[src/rtl/vga_fwd_pkg.sv]
package vga_fwd_pkg;
  typedef enum logic [1:0] {
    CMD_MEM_RD = 2'b00,
    CMD_MEM_WR = 2'b01,
    CMD_IO_RD  = 2'b10,
    CMD_IO_WR  = 2'b11
  } busCmd_e;

  typedef enum logic [1:0] {
    WHY_NONE  = 2'b00,
    WHY_MEM   = 2'b01,
    WHY_IO    = 2'b10,
    WHY_SNOOP = 2'b11
  } fwdReason_e;

  typedef struct packed {
    logic memHit;
    logic ioHit;
    logic palHit;
  } addrHits_t;

  typedef struct packed {
    logic       capture;
    logic       forward;
    logic       single;
    fwdReason_e reason;
  } ctrlStrobe_t;
endpackage

[src/rtl/vga_fwd_datapath.sv]
module vga_fwd_datapath
  import vga_fwd_pkg::*;
#(
  parameter int ADDR_W    = 32,
  parameter int IO_DEC_W  = 10,
  parameter int IO_SPAN_W = 16,
  parameter logic [ADDR_W-1:0] FB_LO = 32'h000A_0000,
  parameter logic [ADDR_W-1:0] FB_HI = 32'h000B_FFFF,
  parameter int PAL_N = 3,
  parameter logic [PAL_N*IO_DEC_W-1:0] PAL_ADDRS = {10'h3C9, 10'h3C8, 10'h3C6}
) (
  input  logic              clk,
  input  logic              rstN,
  input  logic [ADDR_W-1:0] addr,
  input  ctrlStrobe_t       ctrl,
  output addrHits_t         hits,
  output logic              fwdQ,
  output logic              claimQ,
  output logic              singleQ,
  output logic [1:0]        reasonQ
);
  localparam int UPPER_W = ADDR_W - IO_SPAN_W;
  localparam logic [IO_DEC_W-1:0] MONO_LO  = 10'h3B0;
  localparam logic [IO_DEC_W-1:0] MONO_HI  = 10'h3BB;
  localparam logic [IO_DEC_W-1:0] COLOR_LO = 10'h3C0;
  localparam logic [IO_DEC_W-1:0] COLOR_HI = 10'h3DF;

  logic [IO_DEC_W-1:0] ioLow;
  logic                upperZero;
  logic [PAL_N-1:0]    palMatch;

  assign ioLow     = addr[IO_DEC_W-1:0];
  assign upperZero = (addr[ADDR_W-1:IO_SPAN_W] == {UPPER_W{1'b0}});

  for (genvar i = 0; i < PAL_N; i++) begin : gPal
    assign palMatch[i] = (ioLow == PAL_ADDRS[i*IO_DEC_W +: IO_DEC_W]);
  end

  always_comb begin
    hits.memHit = (addr >= FB_LO) && (addr <= FB_HI);
    hits.ioHit  = upperZero &&
                  (((ioLow >= MONO_LO) && (ioLow <= MONO_HI)) ||
                   ((ioLow >= COLOR_LO) && (ioLow <= COLOR_HI)));
    hits.palHit = upperZero && (|palMatch);
  end

  always_ff @(posedge clk or negedge rstN) begin
    if (!rstN) begin
      fwdQ    <= 1'b0;
      claimQ  <= 1'b0;
      singleQ <= 1'b0;
      reasonQ <= 2'b00;
    end else if (ctrl.capture) begin
      fwdQ    <= ctrl.forward;
      claimQ  <= ctrl.forward;
      singleQ <= ctrl.single;
      reasonQ <= ctrl.reason;
    end
  end

  assert_hold_R11: assert property (@(posedge clk) disable iff (!rstN)
    !ctrl.capture |=> $stable(fwdQ) && $stable(reasonQ) && $stable(singleQ));
  assert_claim_follows_R8: assert property (@(posedge clk) disable iff (!rstN)
    claimQ == fwdQ);
  assert_single_memread_R5: assert property (@(posedge clk) disable iff (!rstN)
    singleQ |-> (fwdQ && reasonQ == 2'b01));
  assert_reason_coded_R2: assert property (@(posedge clk) disable iff (!rstN)
    fwdQ == (reasonQ != 2'b00));
endmodule

[src/rtl/vga_fwd_ctrl.sv]
module vga_fwd_ctrl
  import vga_fwd_pkg::*;
(
  input  logic        clk,
  input  logic        rstN,
  input  logic        addrStrobe,
  input  logic [1:0]  cmd,
  input  logic        fromSecondary,
  input  logic        vgaModeIn,
  input  logic        snoopIn,
  input  addrHits_t   hits,
  output ctrlStrobe_t ctrl
);
  logic vgaModeQ, snoopQ;
  logic isIo, isWrite;

  always_ff @(posedge clk or negedge rstN) begin
    if (!rstN) begin
      vgaModeQ <= 1'b0;
      snoopQ   <= 1'b0;
    end else begin
      vgaModeQ <= vgaModeIn;
      snoopQ   <= snoopIn;
    end
  end

  assign isIo    = cmd[1];
  assign isWrite = cmd[0];

  always_comb begin
    ctrl.capture = addrStrobe;
    ctrl.forward = 1'b0;
    ctrl.single  = 1'b0;
    ctrl.reason  = WHY_NONE;
    if (!fromSecondary) begin
      if (vgaModeQ) begin
        if (!isIo && hits.memHit) begin
          ctrl.forward = 1'b1;
          ctrl.reason  = WHY_MEM;
          ctrl.single  = !isWrite;
        end else if (isIo && hits.ioHit) begin
          ctrl.forward = 1'b1;
          ctrl.reason  = WHY_IO;
        end
      end else if (snoopQ && isIo && isWrite && hits.palHit) begin
        ctrl.forward = 1'b1;
        ctrl.reason  = WHY_SNOOP;
      end
    end
  end

  assert_secondary_ignored_R6: assert property (@(posedge clk) disable iff (!rstN)
    fromSecondary |-> !ctrl.forward);
  assert_snoop_write_only_R9: assert property (@(posedge clk) disable iff (!rstN)
    (ctrl.reason == WHY_SNOOP) |-> (cmd == CMD_IO_WR));
endmodule

[src/rtl/vga_fwd_decoder.sv]
module vga_fwd_decoder
  import vga_fwd_pkg::*;
#(
  parameter int ADDR_W    = 32,
  parameter int IO_DEC_W  = 10,
  parameter int IO_SPAN_W = 16
) (
  input  logic              clk,
  input  logic              rstN,
  input  logic              addrStrobe,
  input  logic [ADDR_W-1:0] addr,
  input  logic [1:0]        cmd,
  input  logic              fromSecondary,
  input  logic              vgaModeIn,
  input  logic              snoopIn,
  output logic              fwdOut,
  output logic              claimOut,
  output logic              singleXfer,
  output logic [1:0]        reason
);
  addrHits_t   hits;
  ctrlStrobe_t ctrl;

  vga_fwd_ctrl uCtrl (
    .clk(clk), .rstN(rstN), .addrStrobe(addrStrobe), .cmd(cmd),
    .fromSecondary(fromSecondary), .vgaModeIn(vgaModeIn), .snoopIn(snoopIn),
    .hits(hits), .ctrl(ctrl)
  );

  vga_fwd_datapath #(.ADDR_W(ADDR_W), .IO_DEC_W(IO_DEC_W), .IO_SPAN_W(IO_SPAN_W)) uDp (
    .clk(clk), .rstN(rstN), .addr(addr), .ctrl(ctrl), .hits(hits),
    .fwdQ(fwdOut), .claimQ(claimOut), .singleQ(singleXfer), .reasonQ(reason)
  );

  assert_secondary_no_claim_R6: assert property (@(posedge clk) disable iff (!rstN)
    (addrStrobe && fromSecondary) |=> !claimOut);
  assert_both_off_R12: assert property (@(posedge clk) disable iff (!rstN)
    (addrStrobe && !vgaModeIn && !snoopIn && $stable(vgaModeIn) && $stable(snoopIn)
     && $past(rstN)) |=> !fwdOut);
endmodule

[config.mk]
export PLATFORM = sky130hd
export DESIGN_NAME = vga_fwd_decoder
export DESIGN_NICKNAME = d
export VERILOG_FILES = /design/src/rtl/vga_fwd_pkg.sv /design/src/rtl/vga_fwd_datapath.sv /design/src/rtl/vga_fwd_ctrl.sv /design/src/rtl/vga_fwd_decoder.sv
export SDC_FILE = /design/constraint.sdc
export NUM_CORES = 1
export LEC_CHECK = 0
export BUFFER_PORTS_ARGS = -buffer_cell sky130_fd_sc_hd__buf_4
export CAP_MARGIN = 15
export CORE_AREA = 2 2 39 41
export DETAILED_ROUTE_END_ITERATION = 10
export DIE_AREA = 0 0 41 43
export PLACE_DENSITY = 0.69
export SLEW_MARGIN = 20
export SYNTH_ARGS = -nofsm -noshare
export SYNTH_HDL_FRONTEND = slang
export SYNTH_SLANG_ARGS = --single-unit
[constraint.sdc]
create_clock -name clk -period 1.5 [get_ports clk]
set_input_delay 0.075 -clock clk [delete_from_list [all_inputs] [get_ports clk]]
set_output_delay 0.075 -clock clk [all_outputs]
set_load 0.02 [all_outputs]
==> metrics.md, run 1 <==
| Metric | Value |
|---|---|
| Status | finished clean |
| DR WL/cell | 10.49 um |
| Num ports | 45 |
| Peak VDD IR | 0.5090 mV |
| Maximum clock frequency | 0.8336 GHz |
| Area grow syn2layout | 98.62% |
| Maxcap violations | 0 |
| Data arrival, critical path | 1360 ps |
| Tightest Hold Check Type | input pin to flop |
| Setup-failing EPs final | 0 |
| Comb pwr share | 0.262 |
| Initial antenna violation count | 0 |
| DRT iter0 DRCs | 8 |
| GR Util met2 | 0.2563 |
| Power per cell area | 589.6 nW/um^2 |
| Final period util | 0.7997 |
| Antenna diode count | 0 |
| Mapped cell area | 362.8 sq um |
| Seq pwr share | 0.401 |
| Crit path launch type | input pin |
| Die W | 41 um |
| Global-route wire length before repair | 1690 um |
| Final WL | 1091 um |
| Dpl cell area | 668.1 sq um |
| Post-synth cell types | 23 |
| Cell count after synthesis | 44 |
| Initial Util | 0.2622 |
| Gr usage total | 0.1398 |
| Core Footprint | 1384 sq um |
| Clock sink count | 6 |
| Most frequent cells in the layout | 39 x buf_4, 10 x nand2_1, 6 x dfrtp_1 |
| Yosys reg bits | 6 |
| Worst slew margin | 0.7559 |
| Grt peak-use layer | met2 |
| Setup slack, reg-to-reg | 390 ps |
| Met1 Use GR | 0.1358 |
| Worst-path clk slew | 50 ps |
| Die area | 1763 sq um |
| Worst reg2reg path depth | 5 |
| Leading cell type in the layout, fill and taps excluded | buf_4 |
| RSZ-0062 raised after global routing | no |
| Vias per inst | 4.856 |
| Maximum fanout along the worst path | 3 |
| Clk pwr share | 0.337 |
| Fillers | 147 |
| Routability cong. | 0.8098 |
| Post-cts sizing count | 0 |
| Grt ovf | 0 |
| Largest net degree at the start of global routing | 7 |
| Leakage | 0.3504 nW |
| Clock latency on the worst-skew pair | 240 ps |
| DRT Pass-1 Iters | 5 |
| DRC viols | 0 |
| Die Height | 43 um |
| Syn avg cell area | 8.247 sq um |
| Seq/Total Area, Yosys | 0.4138 |
| Post-Syn Nets | 84 |
| Ys Warns | 0 |
| Cell Rows | 14 |
| Post-route cell area | 720.7 sq um |
| Setup TNS | 0 ps |
| Final nets | 130 |
| Pint | 0.3323 mW |
| Hold depth | 2 |
| R2r startpoint | uCtrl.snoopQ$_DFF_PN0_ |
| Routed Antenna Nets | 0 |
| Count of final hold-check violations | 0 |
| Worst Min Path Start | addrStrobe |
| Layout cell share with drive strength beyond 1 | 0.4773 |
| Critical setup path kind | input pin to flop |
| Met3 Use GR | 0.06283 |
| Post-DP HPWL | 959.1 um |
| Measured slew at the worst slew-check pin | 361.1 ps |
| Final slew viol count | 0 |
| Layout Utilization | 0.5208 |
| CTS root buffer | clkbuf_4 |
| Switching part of the total power | 0.2180 |
| Total number of vias | 505 |
| Final Critical Period | 1200 ps |
| Total CTS buffers | 3 |
| Sw Pwr | 0.09261 mW |
| Endpoint class of the critical path | flop |
| CTS Buffer Depth | 2 |
| Hold EP | uDp.singleQ$_DFFE_PN0P_ |
| Placed cell count | 98 |
| CTS tree | done |
| CP Data Required Time | 1660 ps |
| I/O Buffers | 38 |
| Worst r2r dst | uDp.reasonQ[1]$_DFFE_PN0P_ |
| Final Instance Count excl. Fillers | 104 |
| Vias in the first global route | 461 |
| H-tree Lvls | 1 |
| Clk_skew | 6.567 ps |
## Yosys cell counts
master | n | area [sq um]
nand2_1 | 10 | 37.54
dfrtp_1 | 6 | 150.1
nor2_1 | 3 | 11.26
and3_1 | 2 | 12.51
inv_1 | 2 | 7.510
nand2b_1 | 2 | 12.51
nor3_1 | 2 | 10.01
nor4_1 | 2 | 12.51
a211oi_1 | 1 | 7.510
a31oi_1 | 1 | 6.260
a32o_1 | 1 | 10.01
a32oi_1 | 1 | 8.760
and2_1 | 1 | 6.260
buf_4 | 1 | 7.510
nand3_1 | 1 | 5.000
nand4_1 | 1 | 6.260
nand4b_1 | 1 | 8.760
nor2b_1 | 1 | 6.260
nor4b_1 | 1 | 8.760
o21ai_0 | 1 | 5.000
o31ai_1 | 1 | 7.510
o32ai_1 | 1 | 8.760
or3_1 | 1 | 6.260
## timing repair
item | in CTS | in global routing
setup buffers | 0 | 0
hold buffers | 3 | 0
endpoints found under the hold margin | 8 | 0
setup endpoints to repair | 0 | 0
## worst max path at each step
stage | from | to | slack, ps | depth (start not counted)
after detailed placement | addr[20] | uDp.fwdQ$_DFFE_PN0P_ | 50 | 6
after floorplan | addr[20] | uDp.fwdQ$_DFFE_PN0P_ | 280 | 5
final | addr[20] | uDp.fwdQ$_DFFE_PN0P_ | 300 | 6
after global placement | addr[20] | uDp.fwdQ$_DFFE_PN0P_ | 40 | 6
after global routing | addr[20] | uDp.fwdQ$_DFFE_PN0P_ | 180 | 6
after CTS | addr[20] | uDp.fwdQ$_DFFE_PN0P_ | 300 | 6
## power by group through the flow
stage                     Combinational, mW  Sequential, mW  Clock [mW]
final                                 0.111           0.170       0.143
after global routing                  0.122           0.171       0.161
after CTS                             0.113           0.170       0.150
after detailed placement              0.106           0.173           0
after global placement                0.103           0.173           0
after floorplan                      0.0244           0.175           0
## routing by layer
| metal | share of wire | routed length, um |
|---|---|---|
| met4 | 0 | 0 |
| met2 | 0.53 | 582 |
| met1 | 0.34 | 367 |
| met5 | 0 | 0 |
| met3 | 0.13 | 140 |
## flip-flops by register name, summed over array words and instances (netlist names)
name and count:
uCtrl.vgaModeQ 1, uDp.singleQ 1, uDp.reasonQ 2, uDp.fwdQ 1, uCtrl.snoopQ 1
## per-stage QoR
stage,setup slack (ps),total power [mW],hold WS (ps)
2_1_floorplan,282.6,0.1994,-220.6
3_3_place_gp,36.70,0.2762,-114.9
3_5_place_dp,49.39,0.2790,-113.6
4_1_cts,299.0,0.4325,41.64
5_1_grt,183.5,0.4541,43.28
6_report,300.4,0.4249,45.85
## worst max-delay path: stages
cell	delay, ps
buf_4	100
nor4_1	280
nand4_1	150
or3_1	410
and3_1	200
a32oi_1	140
## cell type report
class                           count  area (sq um)  area share
Sequential cell                     6         150.1      0.2083
Multi-Input combinational cell     35         197.7      0.2743
Tap cell                           16         20.02     0.02778
Inverter                            2         7.507     0.01042
Timing Repair Buffer               42         322.8      0.4479
Clock buffer                        3         22.52     0.03125
## logic make-up after synthesis
kind of cell / after synthesis / share of synthesized area
compound gates: 7 / 0.1483
buf+inv: 3 / 0.04139
flops: 6 / 0.4138
simple gates: 28 / 0.3966
Power figures use the tool's default switching activity.
==> inputs of run 2 (changes only) <==
ABC_AREA = 1   (was default)
CORE_AREA = default   (was 2 2 39 41)
CORE_UTILIZATION = 31   (was default)
DIE_AREA = default   (was 0 0 41 43)
PLACE_DENSITY = 0.71   (was 0.69)
clock period = 1.1 ns   (was 1.5 ns; I/O delays follow)
==> run 2 against run 1 <==
Against the previous run: non-clock buffer count decreased by 1; global-route usage grew 1.9 points; sequential power rose by 39%; worst setup slack got worse by 160 ps; core utilization up 8.5 points.
==> metrics.md, run 2 <==
| Metric | Value |
|---|---|
| DRT iter0 DRCs | 7 (-1) |
| Placed cell count | 131 (+34%) |
| Routed Antenna Nets | 0 (unchanged) |
| Critical setup path kind | flop to flop |
| Total CTS buffers | 3 (unchanged) |
| Worst reg2reg path depth | 8 (+3) |
| Setup TNS | 0 ps (unchanged) |
| Maxcap violations | 0 (unchanged) |
| RSZ-0062 raised after global routing | no |
| Final WL | 1243 um (+14%) |
| Yosys top cell by area | dfrtp_1 |
| DRT Pass-1 Iters | 4 (-1) |
| Synth top area share | 0.3133 (-0.1005) |
| Layout Utilization | 0.6062 (+0.08543) |
| Mapped cell area | 479.2 sq um (+32%) |
| Endpoint class of the critical path | flop |
| Crit path launch type | flop |
| Post-Syn Nets | 119 (+42%) |
| Number of synthesized flops with an enable pin | 0 (unchanged) |
| Data arrival, critical path | 1130 ps (-230 ps) |
| Count of final hold-check violations | 0 (unchanged) |
| Power per cell area | 747.7 nW/um^2 (+27%) |
| Clock sink count | 6 (unchanged) |
| Layout cell share with drive strength beyond 1 | 0.4180 (-0.05924) |
| Leading cell type in the layout, fill and taps excluded | buf_4 |
| Most frequent cell after synthesis | nand2_1 |
| Status | finished clean |
| Gr usage total | 0.1587 (+0.01884) |
| Worst Min Path Start | cmd[0] |
| Post-synth cell types | 15 (-35%) |
| Postcts setup bufs | 0 (unchanged) |
| Yosys reg bits | 6 (unchanged) |
| DR WL/cell | 9.073 um (-14%) |
| Max FFs per register | 2 (unchanged) |
| Grt ovf | 0 (unchanged) |
| Hold EP | uDp.singleQ$_DFFE_PN0P_ |
| Antenna diode count | 0 (unchanged) |
| Cell count after synthesis | 79 (+80%) |
| Final nets | 164 (+26%) |
| Multi-input gate area | 287.8 sq um (+46%) |
| Vias per inst | 4.416 (-9.1%) |
| Syn avg cell area | 6.066 sq um (-26%) |
| Seq/Total Area, Yosys | 0.3133 (-0.1005) |
| Final slew viol count | 0 (unchanged) |
| Fillers | 143 (-2.7%) |
| Maximum fanout along the worst path | 3 (unchanged) |
| CTS root buffer | clkbuf_4 |
| Largest Register | uDp.reasonQ |
| Die Height | 41.32 um (-3.9%) |
| Worst slew margin | 0.8646 (+0.1087) |
| Register area | 150.1 sq um (unchanged) |
| Setup slack, reg-to-reg | 140 ps (-250 ps) |
| Measured slew at the worst slew-check pin | 201.4 ps (-159.7 ps) |
| Hold-fix buffer count after cts | 3 (unchanged) |
| Worst r2r dst | uDp.fwdQ$_DFFE_PN0P_ |
| Routability cong. | 0.7672 (-5.3%) |
| Leakage | 0.4546 nW (+30%) |
| Ys Warns | 0 (unchanged) |
| Initial antenna violation count | 0 (unchanged) |
| Largest net degree at the start of global routing | 7 (unchanged) |
| Vias in the first global route | 512 (+11%) |
| DRC viols | 0 (unchanged) |
| Clk_skew | 1.860 ps (-4.707 ps) |
| Maximum clock frequency | 1.037 GHz |
| Final period util | 0.8763 |
| CTS Buffer Depth | 2 (unchanged) |
| I/O Buffers | 38 (unchanged) |
| H-tree Lvls | 1 (unchanged) |
| Most frequent cells in the layout | 38 x buf_4, 30 x nand2_1, 14 x nor2_1 |
| Total number of vias | 605 (+20%) |
| Cell Rows | 13 (-1) |
| Post-DP HPWL | 1010 um (+5.3%) |
| Global-route wire length before repair | 1773 um (+4.9%) |
| Clock latency on the worst-skew pair | 240 ps (about the same) |
| Post-cts sizing count | 0 (unchanged) |
| Ys flop type | dfrtp_1 |
| Core Footprint | 1366 sq um (-1.3%) |
| Top post-synthesis cells by count | 30 x nand2_1, 14 x nor2_1, 9 x inv_1, 6 x dfrtp_1 |
| Top post-synthesis cells by area | dfrtp_1 31%, nand2_1 23%, nor2_1 11% |
| Die area | 1707 sq um (-3.2%) |
| CTS tree | done |
| Final Critical Period | 964.0 ps |
| R2r startpoint | uCtrl.snoopQ$_DFF_PN0_ |
| Initial Util | 0.3507 (+0.08853) |
| Peak VDD IR | 0.5129 mV (+0.77%) |
| CP Data Required Time | 1270 ps (-390 ps) |
| Num ports | 45 (unchanged) |
| Setup-failing EPs final | 0 (unchanged) |
| Worst-path clk slew | 40 ps (about the same) |
| Area grow syn2layout | 72.85% |
| Hold depth | 2 (unchanged) |
| Share of synthesized registers carrying an async set or reset | 1.000 (unchanged) |
| Tightest Hold Check Type | input pin to flop |
| Final Instance Count excl. Fillers | 137 (+32%) |
| Die W | 41.32 um (+0.77%) |
-- run 2: cell types whose count changed after synthesis, sizes merged, moves of 2 or more --
cell,delta
and3,-2
inv,+7
nand2,+24
nand2b,-2
nand3,+2
nor2,+16
nor4,-2
-- run 2: power by group --
group,internal [mW],switching [mW],total [mW]
registers,0.232,0.00518,0.237
clock network,0.123,0.0668,0.189
logic,0.114,0.0791,0.193
-- run 2: how the worst max path moves through the flow --
stage | endpoint | start | slack [ps]
after global routing | uDp.fwdQ$_DFFE_PN0P_ | uCtrl.snoopQ$_DFF_PN0_ | 70
after floorplan | uDp.fwdQ$_DFFE_PN0P_ | uCtrl.snoopQ$_DFF_PN0_ | 240
final | uDp.fwdQ$_DFFE_PN0P_ | uCtrl.snoopQ$_DFF_PN0_ | 140
after global placement | uDp.fwdQ$_DFFE_PN0P_ | uCtrl.snoopQ$_DFF_PN0_ | 170
after CTS | uDp.fwdQ$_DFFE_PN0P_ | uCtrl.snoopQ$_DFF_PN0_ | 130
after detailed placement | uDp.fwdQ$_DFFE_PN0P_ | uCtrl.snoopQ$_DFF_PN0_ | 150
-- run 2: logic make-up (layout without fill, tap and decap cells) --
logic type / Yosys count / in the layout / share of synthesized area
flops: 6 / 6 / 0.3133
buf+inv: 10 / 53 / 0.08616
simple gates: 60 / 60 / 0.5587
compound gates: 3 / 3 / 0.04178
-- run 2: final cells by class --
type / instances / share of cell area
Timing Repair Buffer: 41 / 0.3807
Sequential cell: 6 / 0.1813
Tap cell: 15 / 0.02266
Clock buffer: 3 / 0.02719
Multi-Input combinational cell: 63 / 0.3474
Inverter: 9 / 0.04079
-- run 2: routing by layer --
metal	track usage	part of all wire
met5	0	0
met1	0.1683	0.40
met4	0.07258	0
met2	0.2969	0.51
met3	0.03191	0.088
-- run 2: stage by stage --
| stage | power (mW) | hold slack [ps] | setup WS [ps] | cell area [sq um] |
|---|---|---|---|---|
| after detailed placement | 0.4255 | -139.1 | 145.6 | 775.7 |
| after global placement | 0.4227 | -139.3 | 170.4 | 775.7 |
| after CTS | 0.6296 | 12.73 | 129.9 | 828.3 |
| after floorplan | 0.3040 | -240.6 | 242.6 | 479.2 |
| after global routing | 0.6502 | 40.73 | 71.29 | 828.3 |
| final | 0.6193 | 14.77 | 136.0 | 828.3 |
-- run 2: critical path, cell delays in order, from the launching register on --
cell and delay (ps):
dfrtp_1 310, nand2_1 50, nor2_1 90, nand3_1 70, nor2_1 110, nand2_1 70
nand2_2 70, nand2_1 60, nand2_1 60
==> inputs of run 3 (changes only) <==
--- a/config.mk
+++ b/config.mk
@@ -12,4 +12,5 @@
 export DETAILED_ROUTE_END_ITERATION = 10
 export PLACE_DENSITY = 0.71
+export SETUP_SLACK_MARGIN = 0.15
 export SLEW_MARGIN = 20
 export SYNTH_ARGS = -nofsm -noshare
==> constraint.sdc (replaced) <==
create_clock -name clk -period 1.1 [get_ports clk]
set_input_delay 0.165 -clock clk [delete_from_list [all_inputs] [get_ports clk]]
set_output_delay 0.165 -clock clk [all_outputs]
set_load 0.02 [all_outputs]
==> run 3 against run 2 <==
Against the previous run: clock skew is 1.6 ps higher; critical path depth down 7; via count unchanged; largest power group unchanged; flip-flop and latch count stayed put; wire length fell by 4.1%; largest cell class unchanged; highest routed layer unchanged; register-to-register slack better by 70 ps; core utilization grew 0.46 points; design area grew 0.76%.
==> metrics.md, run 3 (synthesized netlist as in run 2, its figures left out) <==
| Metric | Value |
|---|---|
| Status | finished clean |
| CTS tree | done |
| Final slew viol count | 0 (unchanged) |
| DRT Pass-1 Iters | 3 (-1) |
| Gr usage total | 0.1443 (-0.01436) |
| Maximum fanout along the worst path | 3 (unchanged) |
| RSZ-0062 raised after global routing | yes |
| Largest net degree at the start of global routing | 7 (unchanged) |
| Tightest Hold Check Type | input pin to flop |
| Crit-path cells | buf_4 |
| Count of final hold-check violations | 0 (unchanged) |
| Maxcap violations | 0 (unchanged) |
| Setup slack, reg-to-reg | 210 ps (+70 ps) |
| Top delay family on crit path | flip-flops |
| Most frequent cells in the layout | 37 x buf_4, 30 x nand2_1, 14 x nor2_1 |
| Vias in the first global route | 482 (-5.9%) |
| Power, Total | 0.6211 mW (+0.29%) |
| Final WL | 1192 um (-4.1%) |
| Initial antenna violation count | 0 (unchanged) |
| CTS Buffer Depth | 2 (unchanged) |
| Grt ovf | 0 (unchanged) |
| Final nets | 164 (unchanged) |
| DRC viols | 0 (unchanged) |
| Data arrival, critical path | 790 ps (-340 ps) |
| Area grow syn2layout | 74.15% |
| Critical Path Stages | 1 (-7) |
| Worst slew margin | 0.8549 (-0.009649) |
| Global-route wire length before repair | 1642 um (-7.4%) |
| Max FFs per register | 2 (unchanged) |
| Clock sink count | 6 (unchanged) |
| Measured slew at the worst slew-check pin | 215.7 ps (+14.35 ps) |
| Largest Register | uDp.reasonQ |
| Clock latency on the worst-skew pair | 230 ps (about the same) |
| Placed cell count | 131 (unchanged) |
| Endpoint class of the critical path | output port |
| DR WL/cell | 8.701 um (-4.1%) |
| Final Critical Period | 959.7 ps (-4.307 ps) |
| Crit-path slowest cell | dfrtp_1 |
| Leakage | 0.4597 nW (+1.1%) |
| Total number of vias | 605 (unchanged) |
| Initial Util | 0.3507 (unchanged) |
| Num ports | 45 (unchanged) |
| Final period util | 0.8724 (-0.003915) |
| Crit path launch type | flop |
| WP buf/inv | 1 (+1) |
| Die Height | 41.32 um (unchanged) |
| Post-route cell area | 834.6 sq um (+0.76%) |
| H-tree Lvls | 1 (unchanged) |
| Peak VDD IR | 0.7059 mV (+38%) |
| Slowest stage delay, CP | 390 ps (+80 ps) |
| Core Footprint | 1366 sq um (unchanged) |
| Routed Antenna Nets | 0 (unchanged) |
| CP Launch Point | uDp.fwdQ$_DFFE_PN0P_ |
| Setup ws final | 140.3 ps (+4.307 ps) |
| Post-DP HPWL | 987.8 um (-2.2%) |
| Maximum clock frequency | 1.042 GHz (+0.45%) |
| Setup TNS | 0 ps (unchanged) |
| Die W | 41.32 um (unchanged) |
| Total CTS buffers | 3 (unchanged) |
| Worst-path clk slew | 40 ps (about the same) |
| Worst r2r dst | uDp.reasonQ[0]$_DFFE_PN0P_ |
| Post-Place Worst Slack | 77.88 ps (-67.74 ps) |
| R2r startpoint | uCtrl.snoopQ$_DFF_PN0_ |
| DRT iter0 DRCs | 5 (-2) |
| Setup-failing EPs final | 0 (unchanged) |
| Dpl cell area | 775.7 sq um (unchanged) |
| Routability cong. | 0.7671 (about the same) |
| Vias per inst | 4.416 (unchanged) |
| Antenna diode count | 0 (unchanged) |
| Critical setup path kind | flop to output port |
| Die area | 1707 sq um (unchanged) |
| CP endpoint | claimOut |
| CP Data Required Time | 940 ps (-330 ps) |
| Final Instance Count excl. Fillers | 137 (unchanged) |
| Fillers | 141 (-1.4%) |
| Clk_skew | 3.485 ps (+1.624 ps) |
| Power per cell area | 744.2 nW/um^2 (-0.47%) |
| I/O Buffers | 38 (unchanged) |
| Worst reg2reg path depth | 8 (unchanged) |
| Layout cell share with drive strength beyond 1 | 0.4344 (+0.01639) |
| Cell Rows | 13 (unchanged) |
| Leading cell type in the layout, fill and taps excluded | buf_4 |
| CTS root buffer | clkbuf_4 |
-- run 3: cell count changes in the layout (fill, tap and decap cells not counted), sizes merged --
cell	previous run	this run
dlygate4sd3	3	1
buf	38	40
-- run 3: where the power goes --
group,total [mW],switching [mW],internal (mW)
clock network,0.191,0.0680,0.123
logic,0.193,0.0786,0.114
registers,0.238,0.00623,0.232
-- run 3: metrics by stage --
stage	util	hold slack, ps
2_1_floorplan	-	-130.6
3_3_place_gp	0.5678	-29.32
3_5_place_dp	0.5678	-27.73
4_1_cts	0.5971	31.13
5_1_grt	0.6108	25.97
6_report	0.6108	38.02
-- run 3: cell type report --
cell class / instances / area [sq um] / share of cell area
tap: 15 / 18.77 / 0.02249
timing repair buffer: 41 / 321.6 / 0.3853
clock buffer: 3 / 22.52 / 0.02699
multi-input combinational: 63 / 287.8 / 0.3448
sequential: 6 / 150.1 / 0.1799
inverter: 9 / 33.78 / 0.04048
-- run 3: how the worst min path moves through the flow --
stage | startpoint | to | slack (ps) | cells after the start
6_report | vgaModeIn | uCtrl.vgaModeQ$_DFF_PN0_ | 40 | 1
4_1_cts | vgaModeIn | uCtrl.vgaModeQ$_DFF_PN0_ | 30 | 1
5_1_grt | snoopIn | uCtrl.snoopQ$_DFF_PN0_ | 30 | 1
3_5_place_dp | rstN | uDp.fwdQ$_DFFE_PN0P_ | -30 | 1
3_3_place_gp | rstN | uDp.fwdQ$_DFFE_PN0P_ | -30 | 1
2_1_floorplan | rstN | uCtrl.snoopQ$_DFF_PN0_ | -130 | 0
-- run 3: timing repair --
action                                  CTS  global route
endpoints found under the setup margin    2             8
pin swaps                                 0             3
hold buffers                              1             0
buffers inserted                          1             1
gates resized for setup                   0             3
hold endpoints to repair                  6             0
-- run 3: metal layers --
metal  wire length (um)  share of wire  GRT usage
met1                481           0.40     0.1656
met2                597           0.50     0.2617
met3                113          0.095    0.03191
met4                  0              0    0.04839
met5                  0              0          0
